<file path="config.mk">
export PLATFORM = sky130hd
export DESIGN_NAME = i2c_arb_master
export DESIGN_NICKNAME = d
export VERILOG_FILES = /design/src/rtl/i2c_arb_pkg.sv /design/src/rtl/i2c_arb_busmon.sv /design/src/rtl/i2c_arb_phase.sv /design/src/rtl/i2c_arb_master.sv
export SDC_FILE = /design/constraint.sdc
export NUM_CORES = 1
export LEC_CHECK = 0
export BUFFER_PORTS_ARGS = -buffer_cell sky130_fd_sc_hd__buf_2
export CORE_MARGIN = 10
export CORE_UTILIZATION = 40
export CTS_CLUSTER_DIAMETER = 80
export DETAILED_ROUTE_END_ITERATION = 6
export GPL_TIMING_DRIVEN = 0
export SLEW_MARGIN = 20
export SYNTH_ARGS = -nofsm -noshare
export SYNTH_HDL_FRONTEND = slang
export SYNTH_SLANG_ARGS = --single-unit
</file>
<file path="constraint.sdc">
create_clock -name clk -period 2.5 [get_ports clk]
set_clock_uncertainty 0.15 [all_clocks]
set_input_delay 0.25 -clock clk [delete_from_list [all_inputs] [get_ports clk]]
set_output_delay 0.25 -clock clk [all_outputs]
set_load 0.01 [all_outputs]
</file>
<file path="src/rtl/i2c_arb_pkg.sv">
`timescale 1ns/1ps
package i2c_arb_pkg;

    // Host command codes
    typedef enum logic [2:0] {
        OP_NONE   = 3'd0,
        OP_START  = 3'd1,
        OP_WRITE  = 3'd2,
        OP_READ   = 3'd3,
        OP_STOP   = 3'd4,
        OP_RSTART = 3'd5
    } op_e;

    // Sequencer states
    typedef enum logic [3:0] {
        S_IDLE,
        S_FREE,
        S_STA_SDA,
        S_STA_SCL,
        S_BIT_LOW,
        S_BIT_HIGH,
        S_RS_LOW,
        S_RS_HIGH,
        S_STO_LOW,
        S_STO_HIGH,
        S_STO_REL
    } st_e;

endpackage

</file>
<file path="src/rtl/i2c_arb_busmon.sv">
`timescale 1ns/1ps
// Watches the wired lines for START and STOP conditions and keeps a busy flag.
module i2c_arb_busmon (
    input  logic clk,
    input  logic rst_n,
    input  logic scl_i,
    input  logic sda_i,
    output logic busy
);
    typedef struct packed {
        logic scl_prev;
        logic sda_prev;
        logic busy;
    } mon_t;

    mon_t q, d;

    always_comb begin
        d = q;
        d.scl_prev = scl_i;
        d.sda_prev = sda_i;
        if (q.scl_prev && scl_i) begin
            if (q.sda_prev && !sda_i) begin
                d.busy = 1'b1;
            end else if (!q.sda_prev && sda_i) begin
                d.busy = 1'b0;
            end
        end
    end

    always_ff @(posedge clk or negedge rst_n) begin
        if (!rst_n) begin
            q <= '{scl_prev: 1'b1, sda_prev: 1'b1, busy: 1'b0};
        end else begin
            q <= d;
        end
    end

    assign busy = q.busy;
endmodule

</file>
<file path="src/rtl/i2c_arb_phase.sv">
`timescale 1ns/1ps
// Down-counter that times one SCL phase; reloads whenever load is high.
module i2c_arb_phase #(
    parameter int W = 8
) (
    input  logic         clk,
    input  logic         rst_n,
    input  logic         load,
    input  logic [W-1:0] div,
    output logic         expired
);
    logic [W-1:0] cnt_q, cnt_d;

    always_comb begin
        cnt_d = cnt_q;
        if (load) begin
            cnt_d = div;
        end else if (cnt_q != '0) begin
            cnt_d = cnt_q - 1'b1;
        end
    end

    always_ff @(posedge clk or negedge rst_n) begin
        if (!rst_n) begin
            cnt_q <= '0;
        end else begin
            cnt_q <= cnt_d;
        end
    end

    assign expired = (cnt_q == '0);
endmodule

</file>
<file path="src/rtl/i2c_arb_master.sv">
`timescale 1ns/1ps
module i2c_arb_master
    import i2c_arb_pkg::*;
#(
    parameter int DIV_W  = 8,
    parameter int DATA_W = 8,
    localparam int BIT_W = $clog2(DATA_W + 1)
) (
    input  logic              clk,
    input  logic              rst_n,
    input  logic [DIV_W-1:0]  div_cfg,
    input  logic              cmd_valid,
    input  logic [2:0]        cmd_op,
    input  logic [DATA_W-1:0] cmd_data,
    output logic              cmd_ready,
    output logic              done,
    output logic [DATA_W-1:0] rx_data,
    output logic              rx_ack,
    output logic              arb_lost,
    output logic              master_active,
    output logic              bus_busy,
    output logic              slv_take,
    output logic [DATA_W-1:0] slv_byte,
    output logic [BIT_W-1:0]  slv_bits,
    input  logic              scl_i,
    input  logic              sda_i,
    output logic              scl_oe,
    output logic              sda_oe
);
    localparam logic [BIT_W-1:0] LAST_BIT = BIT_W'(DATA_W);

    typedef struct packed {
        st_e               st;
        logic              own;
        logic              scl_drv;
        logic              sda_drv;
        logic              rd;
        logic              nack;
        logic [BIT_W-1:0]  bitn;
        logic [DATA_W-1:0] tx;
        logic [DATA_W-1:0] sh;
        logic [DATA_W-1:0] rx;
        logic              ack;
        logic              lost;
        logic              done;
        logic              take;
        logic [DATA_W-1:0] tbyte;
        logic [BIT_W-1:0]  tbits;
    } regs_t;

    regs_t q, d;
    logic  load;
    logic  expired;
    logic  busy;

    i2c_arb_busmon u_mon (
        .clk   (clk),
        .rst_n (rst_n),
        .scl_i (scl_i),
        .sda_i (sda_i),
        .busy  (busy)
    );

    i2c_arb_phase #(.W(DIV_W)) u_phase (
        .clk     (clk),
        .rst_n   (rst_n),
        .load    (load),
        .div     (div_cfg),
        .expired (expired)
    );

    always_comb begin
        d      = q;
        d.done = 1'b0;
        d.take = 1'b0;
        load   = 1'b0;
        unique case (q.st)
            S_IDLE: begin
                if (cmd_valid) begin
                    d.lost = 1'b0;
                    load   = 1'b1;
                    case (cmd_op)
                        OP_START, OP_RSTART: begin
                            if (q.own) begin
                                d.st = S_RS_LOW;
                            end else if (cmd_op == OP_START) begin
                                d.st = S_FREE;
                            end else begin
                                d.done = 1'b1;
                            end
                        end
                        OP_WRITE, OP_READ: begin
                            if (q.own) begin
                                d.st   = S_BIT_LOW;
                                d.rd   = (cmd_op == OP_READ);
                                d.nack = cmd_data[0];
                                d.tx   = cmd_data;
                                d.sh   = '0;
                                d.bitn = '0;
                            end else begin
                                d.done = 1'b1;
                            end
                        end
                        OP_STOP: begin
                            if (q.own) begin
                                d.st = S_STO_LOW;
                            end else begin
                                d.done = 1'b1;
                            end
                        end
                        default: d.done = 1'b1;
                    endcase
                end
            end
            S_FREE: begin
                // bus must stay idle with both lines high for a whole phase
                if (busy || !scl_i || !sda_i) begin
                    load = 1'b1;
                end else if (expired) begin
                    d.sda_drv = 1'b1;
                    d.own     = 1'b1;
                    d.st      = S_STA_SDA;
                    load      = 1'b1;
                end
            end
            S_STA_SDA: begin
                if (expired) begin
                    d.scl_drv = 1'b1;
                    d.st      = S_STA_SCL;
                    load      = 1'b1;
                end
            end
            S_STA_SCL: begin
                if (expired) begin
                    d.done = 1'b1;
                    d.st   = S_IDLE;
                end
            end
            S_RS_LOW: begin
                d.sda_drv = 1'b0;
                if (expired) begin
                    d.scl_drv = 1'b0;
                    d.st      = S_RS_HIGH;
                    load      = 1'b1;
                end
            end
            S_RS_HIGH: begin
                if (!scl_i) begin
                    load = 1'b1;
                end else if (expired) begin
                    d.sda_drv = 1'b1;
                    d.st      = S_STA_SDA;
                    load      = 1'b1;
                end
            end
            S_BIT_LOW: begin
                // data changes one cycle after SCL went low
                if (q.bitn == LAST_BIT) begin
                    d.sda_drv = q.rd && !q.nack;
                end else begin
                    d.sda_drv = !q.rd && !q.tx[DATA_W-1];
                end
                if (expired) begin
                    d.scl_drv = 1'b0;
                    d.st      = S_BIT_HIGH;
                    load      = 1'b1;
                end
            end
            S_BIT_HIGH: begin
                if (!scl_i) begin
                    load = 1'b1;
                end else if (!q.rd && (q.bitn != LAST_BIT) && !q.sda_drv && !sda_i) begin
                    d.own     = 1'b0;
                    d.scl_drv = 1'b0;
                    d.sda_drv = 1'b0;
                    d.lost    = 1'b1;
                    d.take    = 1'b1;
                    d.done    = 1'b1;
                    d.tbyte   = {q.sh[DATA_W-2:0], 1'b0};
                    d.tbits   = q.bitn + 1'b1;
                    d.st      = S_IDLE;
                end else if (expired) begin
                    d.scl_drv = 1'b1;
                    if (q.bitn == LAST_BIT) begin
                        d.ack  = sda_i;
                        d.rx   = q.sh;
                        d.done = 1'b1;
                        d.st   = S_IDLE;
                    end else begin
                        d.sh   = {q.sh[DATA_W-2:0], sda_i};
                        d.tx   = {q.tx[DATA_W-2:0], 1'b0};
                        d.bitn = q.bitn + 1'b1;
                        d.st   = S_BIT_LOW;
                        load   = 1'b1;
                    end
                end
            end
            S_STO_LOW: begin
                d.sda_drv = 1'b1;
                if (expired) begin
                    d.scl_drv = 1'b0;
                    d.st      = S_STO_HIGH;
                    load      = 1'b1;
                end
            end
            S_STO_HIGH: begin
                if (!scl_i) begin
                    load = 1'b1;
                end else if (expired) begin
                    d.sda_drv = 1'b0;
                    d.st      = S_STO_REL;
                    load      = 1'b1;
                end
            end
            S_STO_REL: begin
                if (expired) begin
                    d.own  = 1'b0;
                    d.done = 1'b1;
                    d.st   = S_IDLE;
                end
            end
            default: d.st = S_IDLE;
        endcase
    end

    always_ff @(posedge clk or negedge rst_n) begin
        if (!rst_n) begin
            q <= '0;
        end else begin
            q <= d;
        end
    end

    assign cmd_ready     = (q.st == S_IDLE);
    assign done          = q.done;
    assign rx_data       = q.rx;
    assign rx_ack        = q.ack;
    assign arb_lost      = q.lost;
    assign master_active = q.own;
    assign bus_busy      = busy;
    assign slv_take      = q.take;
    assign slv_byte      = q.tbyte;
    assign slv_bits      = q.tbits;
    assign scl_oe        = q.scl_drv;
    assign sda_oe        = q.sda_drv;
endmodule

</file>
* Yosys cells after proc, flatten, opt, wreduce, memory -nomap -nowiden
Index checks and enable logic that the tools add are counted.
** Operators by class
- Bitwise gates (word level) :: 1
- Mux-type cells :: 70
- Add/sub/neg operators :: 2
- Reductions and logical operators :: 43
- Eq/ne operators :: 43
** Operators with widths (count)
- $mux 20 :: 4
- $mux 4 :: 16
- $mux 29 :: 2
- $mux 44 :: 1
- $pmux 4 s11 :: 1
- $pmux 20 s2 :: 1
- $ne 2x2->1 const B :: 18
- $mux 1 :: 26
- $mux 13 :: 2
- $reduce_and 19->1 :: 1
- $eq 4x3->1 const B :: 4
- $eq 4x4->1 const B :: 4
- $mux 8 :: 2
- $mux 5 :: 3
- $pmux 4 s3 :: 1
- $mux 9 :: 1
- $ne 3x3->1 const B :: 3
- $pmux 1 s3 :: 3
- $eq 4x2->1 const B :: 2
- $logic_and 1x1->1 :: 8
- $logic_not 8->1 :: 1
- $ne 4x4->1 const B :: 2
- $reduce_and 4->1 :: 2
- $reduce_and 8->1 :: 1
- other kinds (30) :: 50
** Storage, ports and cells
- Register bits :: 63
- Output and inout port bits :: 29

* Logic depth before layout (Yosys ltp)
- Depth after elaboration :: 8
- Depth in mapped cells :: 9

* Modules after synthesis
From an unflattened synthesis, not the netlist that was laid out.
** Second synthesis, totals
- Cell total of the unflattened synthesis :: 351
- Area total of the unflattened synthesis :: 3473.3 um^2
** By module, submodules not included
- i2c_arb_master :: area an instance 2867.8 um^2, cells each 290, times used 1, sequential area each 1301.2 um^2
- i2c_arb_phase :: area an instance 476.7 um^2, cells each 54, times used 1, sequential area each 200.2 um^2
- i2c_arb_busmon :: area an instance 128.9 um^2, cells each 7, times used 1, sequential area each 77.6 um^2

* Worst setup path after synthesis
No wires, ideal clock.
- Path kind :: reg2reg
- Start :: register u_phase.cnt_q[0]
- End :: register q[49] (netlist bit)
- Library setup time :: 0.128 ns
- Clock period less this slack :: 2.412 ns
- Required time :: 2.222 ns
- Path slack :: 0.088 ns
- Path buffers :: 0
- Arrival time :: 2.134 ns
- Stages on the path, launching flop included :: 8
- Cells stage by stage :: dfrtp_1 -> inv_1 -> ha_1 -> nor3b_1 -> a211o_1 -> nand4_1 -> or3_1 -> mux2_1
** Between the ends
- Longest elaborated chain between the ends :: 3
** RTL lines
- start: declaration :: RTL line i2c_arb_phase.sv:12 : logic [W-1:0] cnt_q, cnt_d;
- start signal: assignment :: RTL line i2c_arb_phase.sv:27 : cnt_q <= cnt_d;
- $logic_not 8->1 * :: RTL line i2c_arb_phase.sv:31 : assign expired = (cnt_q == '0);
- $ne 3x3->1 (no source line) / $ne 2x2->1 (equally long branches)
- $reduce_and 19->1 (no source line) *
- end signal: assignment :: RTL line i2c_arb_master.sv:228 : q <= '0;
- end signal: assignment :: RTL line i2c_arb_master.sv:230 : q <= d;
- end: declaration :: RTL line i2c_arb_master.sv:51 : regs_t q, d;
Every way passes the cells marked *; elsewhere a longest branch is shown, timed or not.
A chain may end at the register's enable or synchronous reset.

* Worst setup path in the final report
Ends and elaborated chain as after synthesis.

==> impl_metrics.toml <==
[global_routing]
grt_pass1_wl_um = 14000
antenna_found_initial = 0
grt_max_degree = 51
grt_pass1_vias = 2780
grt_overflow = 0
track_usage_pct = 13.3

[yosys]
synth_seq_cells = 63
synthFlopType = "dfrtp_1"
syn_avg_cell_area_sq_um = 9.45
synth_cells = 365
synth.distinct_cells = 63
ys_warn_count = 0
async_flop_share_pct = 100
syn_nets = 393
synth_edf_count = 0
syn_area_sq_mm = 0.00345
ys_seq_area_share_pct = 45.8

[detailed_routing]
detail_route.wl_per_cell_um = 15.3
dr.pass1.iters = 4
final_antenna_net_count = 0
drc = 0
drtIter0Drc = 116
wirelength_um = 8490
via_per_inst = 5.19
vias = 2878

[timing]
slew_viol_final = 0
period_share_pct = 96.8
fin_tns_setup_ns = 0
hold_violations = 0
setup_viol = 0
tightest_slew_ns = 0.588
fmax_mhz = 413
worst_slack_ns = 0.0811
max_slew_margin_pct = 60.2
timing.hold.ws_ns = 0.0494
fin_crit_ns = 2.42
rsz0062_at_grt = "yes"

[finish]
syn_to_final_growth_pct = 25.3
finish.utilization_pct = 52.1
fin_nets = 472
drive_above_1_share_pct = 30.7
finalInstanceArea_sq_mm = 0.00432
diodes = 0
fin_cells = 554

[clock_tree]
tritoncts = "built"
clockBufferDepth = 2
htree_levels = 3
worstSkewPairLatency_ns = 0.35
cts_buffers = 9
clk_pin_slew_worst_paths_ns = 0.07
clk_root_buffer_cell = "clkbuf_8"
cts.sinks = 63

[die]
die_h_um = 113
rows = 33
dieArea_sq_mm = 0.0127
die_w_um = 113
io_pins = 53
start_util_pct = 41.5
core_sq_mm = 0.00830

[worst_setup_path]
startpoint_type = "flop"
crit_path_max_incr_delay_ns = 0.45
path_cells = "inv_1, ha_4, nor3b_4, a211o_1, nand4_1, or3_4, mux2_1"
cp_max_fo = 6
endpoint_kind = "flop"
cp_data_required_time_ns = 2.58
slowest_stage = "or3_4"
critical_path_class = "flop to flop"
crit_arrival_ns = 2.49

[power]
combPwrFrac_pct = 41.9
peakVddDrop_v = 0.000538
clkPwrFrac_pct = 23.3
p_sw_mw = 1.46
power.internal_mw = 2.52
power.leakage_nw = 2.12
seqPwrFrac_pct = 34.9
power.total_mw = 3.98
power_density_mw_per_mm2 = 922
switching_share_pct = 36.6

[hold_path]
hold_path.class = "input pin to flop"

[placed_design]
gp_congestion = 0.914
place_inst = 522
dpl_cell_area_sq_mm = 0.00386
port_buffers = 51
pre_cts_ws_ns = -0.320
hpwl_um = 6110

[outcome]
outcome = "finished, final reports clean"

[job]
max-cap-violations = 0
-- registers in the layout, summed over array words and instances (netlist names) --
register       flops
arb_lost           1
done               1
master_active      1
q                 26
rx_ack             1
rx_data            8
scl_oe             1
sda_oe             1
slv_bits           4
slv_byte           7
slv_take           1
u_mon.busy         1
u_mon.q            2
u_phase.cnt_q      8
-- routing by layer --
metal / vias to the layer above / GRT usage [%] / share of wire, %
met4: 0 / 4.65 / 1.8
li1: 1416 / - / -
met3: 16 / 3.91 / 7.2
met2: 96 / 20.1 / 44
met1: 1350 / 17.7 / 47
met5: - / 0 / 0
-- placed cells by master (no fill, tap or decap), types with 11 or more instances in the layout --
master and instances:
buf_4 29, inv_1 14, dfrtp_1 60, dlygate4sd3_1 11
nand2_1 67, buf_2 54, o21ai_1 20, nor2_1 13
a21oi_1 13, o21ai_0 11
-- worst paths after layout --
| check | startpoint | end | slack (ns) | cells after the start |
|---|---|---|---|---|
| min in group asynchronous | rst_n | u_phase.cnt_q[4] | 0.16 | 2 |
| worst min register to register | slv_byte[7] | slv_byte[7] | 0.33 | 2 |
| worst max register to register | u_phase.cnt_q[0] | q[49] | 0.08 | 7 |
| worst min-delay path | cmd_data[6] | q[38] | 0.05 | 3 |
| max in group asynchronous | rst_n | u_mon.q[2] | 1.46 | 3 |
| worst max-delay path | u_phase.cnt_q[0] | q[49] | 0.08 | 7 |
-- cell usage after synthesis, types with 3 or more instances --
master / instances / area (sq um)
o22ai_1: 4 / 25.0
inv_1: 14 / 52.6
nand4_1: 3 / 18.8
xnor2_1: 6 / 52.6
mux2i_1: 6 / 60.1
mux2_4: 3 / 45.0
ha_1: 4 / 50.1
nor2b_1: 7 / 43.8
a211oi_1: 4 / 30.0
a22oi_1: 7 / 52.6
nor2_1: 13 / 48.8
nand3b_1: 3 / 22.5
nor3_1: 6 / 30.0
buf_2: 6 / 30.0
dfrtp_1: 61 / 1530
mux2_2: 10 / 113
a21oi_1: 13 / 65.1
nand3_1: 3 / 15.0
o21ai_0: 11 / 55.1
buf_4: 21 / 158
a21o_1: 3 / 22.5
and2_1: 4 / 25.0
o21ai_1: 20 / 100
or3_1: 3 / 18.8
nand2_1: 68 / 255
clkbuf_1: 11 / 41.3
nand2b_1: 5 / 31.3
o41ai_1: 3 / 26.3
-- layout make-up --
cell class	count	area, sq um
fill	760	3980
clock buffer	10	138
sequential	63	1580
timing repair buffer	71	468
clock inverter	6	68.8
tap	105	131
multi-input combinational	249	1650
buffer	36	238
inverter	14	52.6
-- logic make-up (layout without fill, tap and decap cells) --
kind of cell / count (synthesis) / in the layout / synth area share, %
fa+ha+maj: 4 / 4 / 1.45
xor+xnor: 7 / 7 / 1.78
compound gates: 85 / 85 / 16.1
flops: 63 / 63 / 45.8
buf+inv: 53 / 137 / 8.49
mux: 20 / 20 / 6.64
other cells: 1 / 1 / 0.109
simple gates: 132 / 132 / 19.7
-- power by group through the flow --
stage          Combinational, mW  Clock (mW)  Sequential, mW
5_1_grt                     1.83       0.994            1.42
3_5_place_dp                1.43           0            1.38
6_report                    1.67       0.926            1.39
4_1_cts                     1.47       0.946            1.39
3_3_place_gp                1.41           0            1.38
2_1_floorplan               1.10           0            1.36
-- critical path, delay by kind of cell, from the launching register on --
kind	cells	cell delay (ns)
compound gates	1	0.21
fa+ha+maj	1	0.14
buf+inv	1	0.10
flops	1	0.41
mux	1	0.33
simple gates	3	0.97
-- what timing repair did --
item                                    in CTS  in global routing
hold buffers                                11                  0
pin swaps                                    2                  7
hold endpoints to repair                    71                  0
resized for setup                            6                 16
cloned                                       0                  0
buffers inserted                             1                  7
endpoints found under the setup margin      37                 48
No activity file was read; power rests on OpenSTA's default activity.
